$ cat src/rtl/gpio_port_pkg.sv
// Package: shared types and helpers for the GPIO port.
// Assumes: mode encoding 2'b11 = single-chip, every other value = expanded.
package gpio_port_pkg;

    typedef enum logic [1:0] {
        MODE_EXP0   = 2'b00,
        MODE_EXP1   = 2'b01,
        MODE_EXP2   = 2'b10,
        MODE_SINGLE = 2'b11
    } port_mode_e;

    typedef enum logic [1:0] {
        SEL_NONE = 2'd0,
        SEL_DATA = 2'd1,
        SEL_DIR  = 2'd2,
        SEL_PULL = 2'd3
    } reg_sel_e;

    // Returns 1 when the mode code gives the pins to the register file.
    function automatic logic is_single_chip(input logic [1:0] mode);
        return mode == MODE_SINGLE;
    endfunction

endpackage

$ cat src/rtl/gpio_sync.sv
// Module: multi-stage synchronizer for asynchronous pad inputs.
// Assumes: each bit is sampled on its own (no multi-bit coherency needed).
module gpio_sync #(
    parameter int WIDTH  = 8,
    parameter int STAGES = 2
) (
    input  logic             clk,
    input  logic             rst_n,
    input  logic [WIDTH-1:0] async_i,
    output logic [WIDTH-1:0] sync_o
);
    logic [WIDTH-1:0] stage_q [STAGES];

    genvar s;
    generate
        for (s = 0; s < STAGES; s++) begin : g_stage
            if (s == 0) begin : g_first
                // Capture the raw pad level.
                always_ff @(posedge clk) begin
                    if (!rst_n) stage_q[s] <= '0;
                    else        stage_q[s] <= async_i;
                end
            end else begin : g_next
                // Move the level one stage further.
                always_ff @(posedge clk) begin
                    if (!rst_n) stage_q[s] <= '0;
                    else        stage_q[s] <= stage_q[s-1];
                end
            end
        end
    endgenerate

    assign sync_o = stage_q[STAGES-1];
endmodule

$ cat src/rtl/gpio_regfile.sv
// Module: address decode plus latch, direction and pull-up registers.
// Assumes: one-cycle write strobe; writes are taken in any operating mode.
module gpio_regfile
    import gpio_port_pkg::*;
#(
    parameter int             WIDTH     = 8,
    parameter int             AW        = 16,
    parameter logic [AW-1:0]  DATA_ADDR = 16'hFFB6,
    parameter logic [AW-1:0]  DIR_ADDR  = 16'hFFB4,
    parameter logic [AW-1:0]  PULL_ADDR = 16'hFFAE
) (
    input  logic             clk,
    input  logic             rst_n,
    input  logic [AW-1:0]    addr_i,
    input  logic             wr_i,
    input  logic [WIDTH-1:0] wdata_i,
    output reg_sel_e         sel_o,
    output logic [WIDTH-1:0] data_q_o,
    output logic [WIDTH-1:0] dir_q_o,
    output logic [WIDTH-1:0] pull_q_o
);
    logic [WIDTH-1:0] data_q, dir_q, pull_q;

    // Decode the bus address into a register select.
    always_comb begin
        if (addr_i == DATA_ADDR)      sel_o = SEL_DATA;
        else if (addr_i == DIR_ADDR)  sel_o = SEL_DIR;
        else if (addr_i == PULL_ADDR) sel_o = SEL_PULL;
        else                          sel_o = SEL_NONE;
    end

    // Output latch.
    always_ff @(posedge clk) begin
        if (!rst_n)                          data_q <= '0;
        else if (wr_i && sel_o == SEL_DATA)  data_q <= wdata_i;
    end

    // Direction register, 1 = output.
    always_ff @(posedge clk) begin
        if (!rst_n)                          dir_q <= '0;
        else if (wr_i && sel_o == SEL_DIR)   dir_q <= wdata_i;
    end

    // Pull-up control register.
    always_ff @(posedge clk) begin
        if (!rst_n)                          pull_q <= '0;
        else if (wr_i && sel_o == SEL_PULL)  pull_q <= wdata_i;
    end

    assign data_q_o = data_q;
    assign dir_q_o  = dir_q;
    assign pull_q_o = pull_q;
endmodule

$ cat src/rtl/gpio_readback.sv
// Module: read data multiplexer with per-bit latch/pin selection.
// Assumes: combinational read in the strobe cycle, returning pre-write values.
module gpio_readback
    import gpio_port_pkg::*;
#(
    parameter int WIDTH = 8
) (
    input  logic             rd_i,
    input  reg_sel_e         sel_i,
    input  logic [WIDTH-1:0] data_q_i,
    input  logic [WIDTH-1:0] dir_q_i,
    input  logic [WIDTH-1:0] pull_q_i,
    input  logic [WIDTH-1:0] pin_sync_i,
    output logic [WIDTH-1:0] rdata_o
);
    logic [WIDTH-1:0] port_view;

    genvar b;
    generate
        for (b = 0; b < WIDTH; b++) begin : g_bit
            // Output bits report the latch, input bits report the pin.
            assign port_view[b] = dir_q_i[b] ? data_q_i[b] : pin_sync_i[b];
        end
    endgenerate

    // Pick the addressed register, zero when idle or undecoded.
    always_comb begin
        rdata_o = '0;
        if (rd_i) begin
            unique case (sel_i)
                SEL_DATA: rdata_o = port_view;
                SEL_DIR:  rdata_o = dir_q_i;
                SEL_PULL: rdata_o = pull_q_i;
                default:  rdata_o = '0;
            endcase
        end
    end
endmodule

$ cat src/rtl/gpio_pin_mux.sv
// Module: pin ownership mux and pull-up gating.
// Assumes: expanded modes hand all pins to the external bus path.
module gpio_pin_mux
    import gpio_port_pkg::*;
#(
    parameter int WIDTH = 8
) (
    input  logic [1:0]       mode_i,
    input  logic [WIDTH-1:0] data_q_i,
    input  logic [WIDTH-1:0] dir_q_i,
    input  logic [WIDTH-1:0] pull_q_i,
    input  logic [WIDTH-1:0] ext_data_i,
    input  logic             ext_drive_i,
    output logic [WIDTH-1:0] pin_out_o,
    output logic [WIDTH-1:0] pin_oe_o,
    output logic [WIDTH-1:0] pin_pu_o
);
    logic             single;
    logic [WIDTH-1:0] pu_gated;

    assign single = is_single_chip(mode_i);

    genvar b;
    generate
        for (b = 0; b < WIDTH; b++) begin : g_pu
            // Pull-up only for an input pin with its control bit set.
            assign pu_gated[b] = pull_q_i[b] & ~dir_q_i[b];
        end
    endgenerate

    // Select register control or external bus control for the pads.
    always_comb begin
        if (single) begin
            pin_out_o = data_q_i;
            pin_oe_o  = dir_q_i;
            pin_pu_o  = pu_gated;
        end else begin
            pin_out_o = ext_data_i;
            pin_oe_o  = {WIDTH{ext_drive_i}};
            pin_pu_o  = '0;
        end
    end
endmodule

$ cat src/rtl/gpio_port.sv
// Module: top of the mode-aware 8-bit GPIO port.
// Assumes: synchronous active-low reset; pad inputs are asynchronous.
module gpio_port
    import gpio_port_pkg::*;
#(
    parameter int            WIDTH       = 8,
    parameter int            AW          = 16,
    parameter int            SYNC_STAGES = 2,
    parameter logic [AW-1:0] DATA_ADDR   = 16'hFFB6,
    parameter logic [AW-1:0] DIR_ADDR    = 16'hFFB4,
    parameter logic [AW-1:0] PULL_ADDR   = 16'hFFAE
) (
    input  logic             clk,
    input  logic             rst_n,
    input  logic [1:0]       mode_i,
    input  logic [AW-1:0]    bus_addr_i,
    input  logic             bus_wr_i,
    input  logic             bus_rd_i,
    input  logic [WIDTH-1:0] bus_wdata_i,
    output logic [WIDTH-1:0] bus_rdata_o,
    input  logic [WIDTH-1:0] pin_in_i,
    output logic [WIDTH-1:0] pin_out_o,
    output logic [WIDTH-1:0] pin_oe_o,
    output logic [WIDTH-1:0] pin_pu_o,
    input  logic [WIDTH-1:0] ext_data_i,
    input  logic             ext_drive_i,
    output logic [WIDTH-1:0] ext_pin_o
);
    reg_sel_e         sel;
    logic [WIDTH-1:0] data_q, dir_q, pull_q, pin_sync;

    gpio_sync #(.WIDTH(WIDTH), .STAGES(SYNC_STAGES)) u_sync (
        .clk(clk), .rst_n(rst_n), .async_i(pin_in_i), .sync_o(pin_sync)
    );

    gpio_regfile #(
        .WIDTH(WIDTH), .AW(AW),
        .DATA_ADDR(DATA_ADDR), .DIR_ADDR(DIR_ADDR), .PULL_ADDR(PULL_ADDR)
    ) u_regs (
        .clk(clk), .rst_n(rst_n), .addr_i(bus_addr_i), .wr_i(bus_wr_i),
        .wdata_i(bus_wdata_i), .sel_o(sel),
        .data_q_o(data_q), .dir_q_o(dir_q), .pull_q_o(pull_q)
    );

    gpio_readback #(.WIDTH(WIDTH)) u_rd (
        .rd_i(bus_rd_i), .sel_i(sel), .data_q_i(data_q), .dir_q_i(dir_q),
        .pull_q_i(pull_q), .pin_sync_i(pin_sync), .rdata_o(bus_rdata_o)
    );

    gpio_pin_mux #(.WIDTH(WIDTH)) u_mux (
        .mode_i(mode_i), .data_q_i(data_q), .dir_q_i(dir_q), .pull_q_i(pull_q),
        .ext_data_i(ext_data_i), .ext_drive_i(ext_drive_i),
        .pin_out_o(pin_out_o), .pin_oe_o(pin_oe_o), .pin_pu_o(pin_pu_o)
    );

    assign ext_pin_o = pin_sync;
endmodule

$ cat config.mk
export PLATFORM = sky130hd
export DESIGN_NAME = gpio_port
export DESIGN_NICKNAME = d
export VERILOG_FILES = /design/src/rtl/gpio_port_pkg.sv /design/src/rtl/gpio_sync.sv /design/src/rtl/gpio_regfile.sv /design/src/rtl/gpio_readback.sv /design/src/rtl/gpio_pin_mux.sv /design/src/rtl/gpio_port.sv
export SDC_FILE = /design/constraint.sdc
export NUM_CORES = 1
export LEC_CHECK = 0
export BUFFER_PORTS_ARGS = -buffer_cell sky130_fd_sc_hd__buf_4
export CORE_MARGIN = 2
export CORE_UTILIZATION = 50
export CTS_BUF_LIST = sky130_fd_sc_hd__clkbuf_16
export DETAILED_ROUTE_END_ITERATION = 7
export PLACE_DENSITY = 0.85
export SYNTH_ARGS = -nofsm -noshare
export SYNTH_HDL_FRONTEND = slang
export SYNTH_SLANG_ARGS = --single-unit
$ cat constraint.sdc
create_clock -name clk -period 2.1 [get_ports clk]
set_input_delay 0.105 -clock clk [delete_from_list [all_inputs] [get_ports clk]]
set_output_delay 0.105 -clock clk [all_outputs]
set_load 0.1 [all_outputs]
== After elaboration in Yosys (flattened, before gate mapping) ==
Memories as Yosys holds them, arrays and structs flattened.
Index checks and enable logic that the tools add are counted.
W data, S select, Z words.

* Register bits after elaboration: 24
* RAM bits: 16
* Input bits: 47
* Output and inout port bits: 40
* Word-level logic and storage cells: 52
* Memories kept: 1

{| class="wikitable"
|+ Memories
! memory !! words !! width !! rd ports !! clocked after Yosys merged registers in !! write ports !! line !! text
|-
| u_sync.stage_q || 2 || 8 || 2 || 0 || 2 || gpio_sync.sv:12 || <nowiki>logic [WIDTH-1:0] stage_q [STAGES];</nowiki>
|}

* Equality and inequality tests: 7
* Multiplexer cells: 20
* Bitwise operators: 18
* Reductions and logical operators: 3

{| class="wikitable"
|+ Operators with widths
! cell !! number
|-
| $eq A16 B16 Y1 const B || 3
|-
| $mux W8 || 6
|-
| $pmux W8 S3 || 1
|-
| $mux W1 || 10
|-
| $and A1 B1 Y1 || 8
|-
| $not A1 Y1 || 8
|-
| $eq A2 B2 Y1 const B || 3
|-
| $mux W2 || 3
|-
| $logic_and A1 B1 Y1 || 3
|-
| $eq A2 B1 Y1 const B || 1
|-
| $or A1 B1 Y1 || 2
|}

== Longest topological paths before layout ==
Gate-level depths: netlist (run 1).

* Depth after elaboration: 7
* Depth in mapped cells: 5
* Depth with buffers taken out: 4

== Modules after synthesis ==
Synthesis (run 1) repeated with hierarchy kept, for this count alone.

* Cells, all modules: 191
* Area, all modules: 1,931.9 sq um

{| class="wikitable"
|+ By module, submodules not included
! module !! times used !! cells each !! area each (sq um) !! sequential area each (sq um)
|-
| gpio_regfile || 1 || 102 || 982.2 || 480.5
|-
| gpio_sync || 1 || 33 || 446.7 || 320.3
|-
| gpio_pin_mux || 1 || 29 || 257.7 || 0.0
|-
| gpio_readback || 1 || 27 || 245.2 || 0.0
|}

== Worst setup path before layout (run 1) ==
No wires, ideal clock.

* Kind: reg-to-output
* From: memory u_sync.stage_q[1][2]
* To: output bus_rdata_o[2]
* Arrival: 2,788 ps
* Required time: 1,995 ps
* Path slack: -793 ps
* Stages on the path, launching flop included: 4
* Cell sequence: dfxtp_1 > mux2_2 > a32oi_1 > a21oi_1

{| class="wikitable"
|+ RTL lines
! item !! line !! text
|-
| from (decl) || gpio_sync.sv:12 ||
|-
| to (decl) || gpio_port.sv:20 || <nowiki>output logic [WIDTH-1:0] bus_rdata_o,</nowiki>
|}

== Final worst setup path (run 1) ==
* From: register u_regs.dir_q[6] (netlist: u_regs.dir_q_o[6])
* To: output bus_rdata_o[6]

* Word-level cells in the longest chain between the ends: 3

{| class="wikitable"
|+ RTL lines
! item !! line !! text
|-
| from (decl) || gpio_regfile.sv:22 || <nowiki>logic [WIDTH-1:0] data_q, dir_q, pull_q;</nowiki>
|-
| from (signal assigned) || gpio_regfile.sv:41 || <nowiki>else if (wr_i && sel_o == SEL_DIR) dir_q <= wdata_i;</nowiki>
|-
| $mux W1 || gpio_readback.sv:22 || <nowiki>assign port_view[b] = dir_q_i[b] ? data_q_i[b] : pin_sync_i[b];</nowiki>
|-
| $pmux W8 S3 * || gpio_readback.sv:30 || <nowiki>unique case (sel_i)</nowiki>
|-
| $mux W8 * || gpio_readback.sv:29 || <nowiki>if (rd_i) begin</nowiki>
|}

Every way passes the cells marked *; elsewhere a longest branch is shown, timed or not.

==> results of run 1 <==
-- cell families (layout without fill, tap and decap cells) --
family / after synthesis / after routing
flip-flops: 40 / 40
AO/OA/AOI/OAI: 34 / 34
multiplexers: 28 / 28
buffers and inverters: 18 / 102
AND/OR/NAND/NOR: 95 / 95
-- cell type report --
cell class | count | area (um2)
multi-input cells | 157 | 1100
clock inverters | 2 | 7.51
inverters | 7 | 26.3
flip-flops and latches | 40 | 801
well taps | 48 | 60.1
repair buffers | 88 | 661
fillers | 273 | 885
clock buffers | 5 | 125
-- through the flow --
stage	worst slack [ps]	instances	utilization [%]	hold WS [ps]	instance area (um2)
global route	269	347	75.8	35.0	2780
CTS	324	347	75.8	32.9	2780
detailed placement	408	340	72.2	319	2640
finish	344	347	75.8	32.9	2780
floorplan	-608	215	-	232	1970
global placement	480	340	72.2	313	2640
-- registers in the layout (all words and copies together), names as in the netlist --
signal,flops
u_sync.stage_q,16
u_regs.data_q_o,8
u_regs.dir_q_o,8
u_regs.pull_q_o,8
-- layer usage --
layer,part of all wire [%],vias to the layer above
met5,0,-
met3,9.5,7
met2,48,86
met1,42,839
li1,-,902
met4,1.2,0
-- synth_stat cells, types with 2 or more instances --
library cell / number
sky130_fd_sc_hd__nand4_1: 2
sky130_fd_sc_hd__dfxtp_1: 40
sky130_fd_sc_hd__mux2_2: 3
sky130_fd_sc_hd__a21oi_1: 8
sky130_fd_sc_hd__nor2_1: 5
sky130_fd_sc_hd__a31oi_1: 5
sky130_fd_sc_hd__inv_1: 7
sky130_fd_sc_hd__a21o_1: 8
sky130_fd_sc_hd__and2_1: 18
sky130_fd_sc_hd__o21ai_0: 5
sky130_fd_sc_hd__nor3b_1: 8
sky130_fd_sc_hd__clkbuf_1: 10
sky130_fd_sc_hd__mux2i_1: 25
sky130_fd_sc_hd__nand2_1: 52
sky130_fd_sc_hd__a22oi_1: 5
sky130_fd_sc_hd__a32oi_1: 3
-- cells in the final DEF, fill, tap and decap left out, drive strengths merged --
master / count
o21ai: 5
a32oi: 3
a22oi: 5
a21o: 8
and3: 1
clkinv: 2
clkbuf: 5
and2: 18
mux2: 3
nor4: 1
nand3b: 1
nand4: 2
a21oi: 8
nor3: 2
mux2i: 25
nand2: 54
nor2: 5
inv: 7
nor4b: 1
dfxtp: 40
buf: 88
a31oi: 5
nand4b: 1
nor3b: 9
-- report_power, final --
group          internal, mW  switching, mW  total [mW]
Combinational         0.116          0.277       0.394
Clock                 0.424          0.270       0.694
Sequential            0.774        0.00488       0.779
-- critical path, cell delays in order (launching register included) --
cell and delay (ps):
sky130_fd_sc_hd__dfxtp_1 410, sky130_fd_sc_hd__mux2_2 360, sky130_fd_sc_hd__a32oi_1 280, sky130_fd_sc_hd__a21oi_4 80
sky130_fd_sc_hd__buf_4 240
-- path summary, 6_finish.rpt --
| kind | to | slack (ps) | cells after the start |
|---|---|---|---|
| max | bus_rdata_o[6] | 340 | 4 |
| min | u_sync.stage_q[0][0]$_SDFF_PN0_ | 30 | 2 |
| max reg2reg | u_regs.dir_q_o[0]$_SDFFE_PN0P_ | 1400 | 2 |
| min reg2reg | u_sync.stage_q[1][7]$_SDFF_PN0_ | 430 | 1 |
==> summary.md, run 1 <==
| Metric | Value |
|---|---|
| Result of the run | `finished clean` |
| Post-synthesis sequential area ratio | `42.0%` |
| I/O pin count | `87` |
| Top area cells in the synthesized netlist | `sky130_fd_sc_hd__dfxtp_1, sky130_fd_sc_hd__mux2i_1, sky130_fd_sc_hd__nand2_1, sky130_fd_sc_hd__and2_1, sky130_fd_sc_hd__a21o_1` |
| Pin count of the biggest net entering global routing | `49` |
| Min-Delay Path Class | `in -> reg` |
| Die span in x | `65.8 um` |
| Unrepaired setup endpoints after global routing | `no` |
| H-tree level count | `2` |
| Clock net sink count | `40` |
| Post-synthesis share of cell area spent on xor and xnor gates | `0%` |
| Critical path start-end classification | `reg -> out` |
| Starting density of the core | `52.1%` |
| Dominant combinational cell family by area after synthesis | `simple AND/OR/NAND/NOR gates` |
| Post-synth top area share | `42.0%` |
| Max cap viols | `0` |
| Total of flip-flops plus latches after synthesis | `40` |
| Insertion delay to the later sink of the worst-skew pair | `280 ps` |
| Most heavily used metal layer in global routing | `met2` |
| Global route overflow | `0` |
| FF-to-FF Start | `u_regs.dir_q_o[0]$_SDFFE_PN0P_` |
| HP Start | `pin_in_i[0]` |
| Hold violation count in the final report | `0` |
| Compound-cell area share of the yosys netlist | `11.5%` |
| CTS root buffer | `sky130_fd_sc_hd__clkbuf_16` |
| Count of standard-cell rows | `22` |
| Final nets | `346` |
| GR Layer Usage met3 | `5.96%` |
| Slew headroom | `63.4%` |
| Global-route wire length before repair | `7920 um` |
| Number of design-rule violations left by the first detailed-router iteration | `58` |
| Total power divided by cell area | `672 mW/mm2` |
| Simple-gate area share of the yosys netlist | `27.7%` |
| Wirelength per Cell | `14.6 um` |
| N_diodes | `0` |
| GR Util met1 | `29.6%` |
| Fin crit share | `83.6%` |
| Share of cells above drive strength 1 | `37.1%` |
| Std-Cell Core Area | `0.00366 mm2` |
| Maximum clock insertion buffer count | `2` |
| Fraction of synthesized area in multiplexers | `14.9%` |
| Die height | `65.8 um` |
| Pleak | `1.33 nW` |
| Start point of the critical path | `u_regs.dir_q_o[6]$_SDFFE_PN0P_` |
| Final Wtd Congestion | `0.751` |
| Placed wire-length estimate | `3600 um` |
| Category of the worst setup path launch point | `flip-flop` |
| Primary FF master, synth | `sky130_fd_sc_hd__dfxtp_1` |
| Worst clock skew | `3.25 ps` |
| Area enclosed by the die boundary | `0.00433 mm2` |
| Quantity of I/O buffers inserted on ports | `86` |
| Signed area change from the synthesized netlist to the final layout | `45.5%` |
| Register clock-pin slew on the reported worst setup and hold paths | `50 ps` |
| Largest fanout of any net on the critical path | `5` |
| Pins over their slew limit | `0` |
| Synth area leader | `sky130_fd_sc_hd__dfxtp_1` |
| Sort of element at the end of the critical path | `primary output` |
| Wire length after detailed routing | `5060 um` |
| Number of hold-repair buffers added at the cts stage | `0` |
| Post-route minimum period | `1760 ps` |
| Post-CTS sizing | `0` |
| Via count of the first global-routing pass | `1,711` |
| Total clock buffers created by CTS | `5` |
| Combined global-route utilization of all metal layers | `24.3%` |
| Final setup violating endpoints | `0` |
| Post-CTS Repair Setup Buffers | `0` |
| Area share of fa/ha/maj cells after synthesis | `0%` |
| Average vias per placed instance | `5.29` |
| Number of cells produced by synthesis | `215` |
| CP Data Arrival Time | `1650 ps` |
| Post-synthesis cell type count | `27` |
| Number of synthesized flops with an enable pin | `0` |
| Syn avg cell area | `8.87 um2` |
| Synth warn | `0` |
| Largest voltage drop on the vdd net | `0.551 mV` |
| Required time of the critical path | `2000 ps` |
| Total iterations of the first detailed-routing run | `4` |
| Number of antenna violations at the first check in global routing | `0` |
| Via total after detailed routing | `1,834` |
| Peak Freq | `570 MHz` |
| DRC violations left | `0` |
| Setup TNS | `0 ps` |
| Tot Pwr | `1.87 mW` |
| Total nets after synthesis | `262` |
| TritonCTS clock tree | `done` |
| Synthesized area | `0.00191 mm2` |
| Slew at the pin closest to its max-slew limit | `547 ps` |
| Met2 layer usage reported by global route | `41.2%` |
| Fraction of registers with async set/reset | `0%` |
| Final ANT Viol Nets | `0` |
No activity file was read; power rests on OpenSTA's default activity.
==> run 2: changes to the inputs <==
- CORE_UTILIZATION: 50 -> 46
- PLACE_DENSITY: 0.85 -> 0.79
- clock period: 2.1 -> 1.76 ns (I/O delays scaled with it)
==> run 2 against run 1 <==
  * Setup slack worse by 270 ps
  * Final area up 2.7%
  * Worst hold slack worse by 23 ps
  * Count of clock-buffer cells in the layout unchanged
  * Clock power up 44%
  * Via count down 1.3%
  * Critical path depth unchanged
  * Critical endpoint unchanged
  * Sequential share of layout area down 0.35 points
  * Highest routed layer unchanged
  * Largest power group is now clock
==> summary.md, run 2 (synthesized netlist as in run 1, its figures left out) <==
| Metric | Value |
|---|---|
| Count of standard-cell rows | `23 (was 22)` |
| Critical path start-end classification | `reg -> out (unchanged)` |
| Pleak | `1.38 nW (was 1.33 nW)` |
| Worst path slowest cell | `sky130_fd_sc_hd__dfxtp_2 (was sky130_fd_sc_hd__dfxtp_1)` |
| Max reg flops | `16 (unchanged)` |
| Worst hold slack across all endpoints | `9.40 ps (was 32.9 ps)` |
| Number of hold-repair buffers added at the cts stage | `0 (unchanged)` |
| Insertion delay to the later sink of the worst-skew pair | `280 ps (about the same)` |
| Setup TNS | `0 ps (unchanged)` |
| Required time of the critical path | `1670 ps (was 2000 ps)` |
| TritonCTS clock tree | `done (unchanged)` |
| Final setup violating endpoints | `0 (unchanged)` |
| Combined global-route utilization of all metal layers | `24.0% (was 24.3%)` |
| CTS root buffer | `sky130_fd_sc_hd__clkbuf_16 (unchanged)` |
| Hold violation count in the final report | `0 (unchanged)` |
| Starting density of the core | `47.7% (was 52.1%)` |
| Signed area change from the synthesized netlist to the final layout | `49.4% (was 45.5%)` |
| CP Data Arrival Time | `1600 ps (was 1650 ps)` |
| Quantity of I/O buffers inserted on ports | `86 (unchanged)` |
| Final nets | `348 (was 346)` |
| Maximum clock insertion buffer count | `2 (unchanged)` |
| Number of antenna violations at the first check in global routing | `0 (unchanged)` |
| Register area | `812 um2 (was 801 um2)` |
| Number of design-rule violations left by the first detailed-router iteration | `69 (was 58)` |
| Minimum setup slack after placement | `156 ps (was 408 ps)` |
| Clock net sink count | `40 (unchanged)` |
| Slew headroom | `65.6% (was 63.4%)` |
| Standard cell area after detailed placement | `0.00267 mm2 (was 0.00264 mm2)` |
| Fin crit share | `95.7%` |
| Wire length after detailed routing | `5190 um (was 5060 um)` |
| Placed wire-length estimate | `3580 um (was 3600 um)` |
| Pins over their slew limit | `0 (unchanged)` |
| I/O pin count | `87 (unchanged)` |
| Peak Freq | `594 MHz` |
| Longest individual stage delay on the worst path | `370 ps (was 410 ps)` |
| N_diodes | `0 (unchanged)` |
| Final ANT Viol Nets | `0 (unchanged)` |
| Final cell area excluding filler cells | `0.00285 mm2 (was 0.00278 mm2)` |
| Worst Setup Slack, final | `76.1 ps (was 344 ps)` |
| Total power divided by cell area | `843 mW/mm2 (was 672 mW/mm2)` |
| H-tree level count | `2 (unchanged)` |
| Leading cell type in the layout, fill and taps excluded | `sky130_fd_sc_hd__buf_4 (unchanged)` |
| Slew at the pin closest to its max-slew limit | `514 ps (was 547 ps)` |
| Tot Pwr | `2.40 mW (was 1.87 mW)` |
| Total iterations of the first detailed-routing run | `4 (unchanged)` |
| Filler-free cell count of the finished design | `352 (was 347)` |
| Reg with most FFs | `u_sync.stage_q (unchanged)` |
| Post-route minimum period | `1680 ps` |
| Crit path cell chain | `mux2_2 -> a32oi_2 -> a21oi_4 -> buf_4 (was mux2_2 -> a32oi_1 -> a21oi_4 -> buf_4)` |
| Total clock buffers created by CTS | `5 (unchanged)` |
| Die span in x | `68.4 um (was 65.8 um)` |
| Via total after detailed routing | `1,811 (was 1,834)` |
| Global-route wire length before repair | `8210 um (was 7920 um)` |
| Top library cells by usage in the layout, fill and taps aside | `sky130_fd_sc_hd__buf_4, sky130_fd_sc_hd__nand2_1, sky130_fd_sc_hd__dfxtp_1 (unchanged)` |
| # placed instances | `344 (was 340)` |
| Unrepaired setup endpoints after global routing | `no (unchanged)` |
| Wirelength per Cell | `14.7 um (was 14.6 um)` |
| Std-Cell Core Area | `0.00400 mm2 (was 0.00366 mm2)` |
| Area enclosed by the die boundary | `0.00468 mm2 (was 0.00433 mm2)` |
| Filler cell count in the final layout | `317 (was 273)` |
| Final Wtd Congestion | `0.822 (was 0.751)` |
| Pin count of the biggest net entering global routing | `49 (unchanged)` |
| Min-Delay Path Class | `in -> reg (unchanged)` |
| Register clock-pin slew on the reported worst setup and hold paths | `60 ps (was 50 ps)` |
| Max cap viols | `0 (unchanged)` |
| Worst clock skew | `5.07 ps (was 3.25 ps)` |
| Largest voltage drop on the vdd net | `0.928 mV (was 0.551 mV)` |
| Post-CTS Repair Setup Buffers | `0 (unchanged)` |
| Multi-input combinational cell area | `0.00111 mm2 (was 0.00110 mm2)` |
| Global route overflow | `0 (unchanged)` |
| Sort of element at the end of the critical path | `primary output (unchanged)` |
| DRC violations left | `0 (unchanged)` |
| Share of cells above drive strength 1 | `41.4% (was 37.1%)` |
| Via count of the first global-routing pass | `1,747 (was 1,711)` |
| Largest fanout of any net on the critical path | `5 (unchanged)` |
| Category of the worst setup path launch point | `flip-flop (unchanged)` |
| Average vias per placed instance | `5.14 (was 5.29)` |
| Post-layout utilization of the core | `71.3% (was 75.8%)` |
| Die height | `68.4 um (was 65.8 um)` |
| Result of the run | `finished clean (unchanged)` |
[run 2: per-layer routing]
metal / wire [um] / global-route usage [%]
met5: 0 / 0
met4: 52 / 7.50
met3: 454 / 7.57
met2: 2480 / 39.7
met1: 2200 / 29.7
[run 2: repair_timing]
| item | CTS | global route |
|---|---|---|
| resized for setup | 1 | 3 |
| pin swaps | 0 | 0 |
| setup endpoints to repair | 1 | 2 |
[run 2: final cells by class]
type                       instances  share of cell area (%)
multi-input combinational        157                    39.0
sequential                        40                    28.5
timing repair buffer              90                    23.7
clock buffer                       5                    4.39
tap                               50                    2.19
clock inverter                     3                    1.32
inverter                           7                   0.922
[run 2: final timing paths]
| path | from | end | slack [ps] | cells after the start |
|---|---|---|---|---|
| setup / recovery | u_regs.dir_q_o[6]$_SDFFE_PN0P_ | bus_rdata_o[6] | 80 | 4 |
| hold / removal | pin_in_i[7] | u_sync.stage_q[0][7]$_SDFF_PN0_ | 9 | 2 |
| setup reg to reg | u_regs.dir_q_o[5]$_SDFFE_PN0P_ | u_regs.dir_q_o[5]$_SDFFE_PN0P_ | 1070 | 2 |
| hold reg to reg | u_sync.stage_q[0][2]$_SDFF_PN0_ | u_sync.stage_q[1][2]$_SDFF_PN0_ | 430 | 1 |
[run 2: report_power, final]
group	total (mW)	internal (mW)	switching (mW)
clock network	1.00	0.658	0.345
logic	0.470	0.139	0.331
registers	0.930	0.924	0.00572
[run 2: critical path, delay by kind of cell (launching register included)]
kind / cells / cell delay, ps
DFF: 1 / 370
muxes: 1 / 360
AOI/OAI and AO/OA: 2 / 340
buffers and inverters: 1 / 240
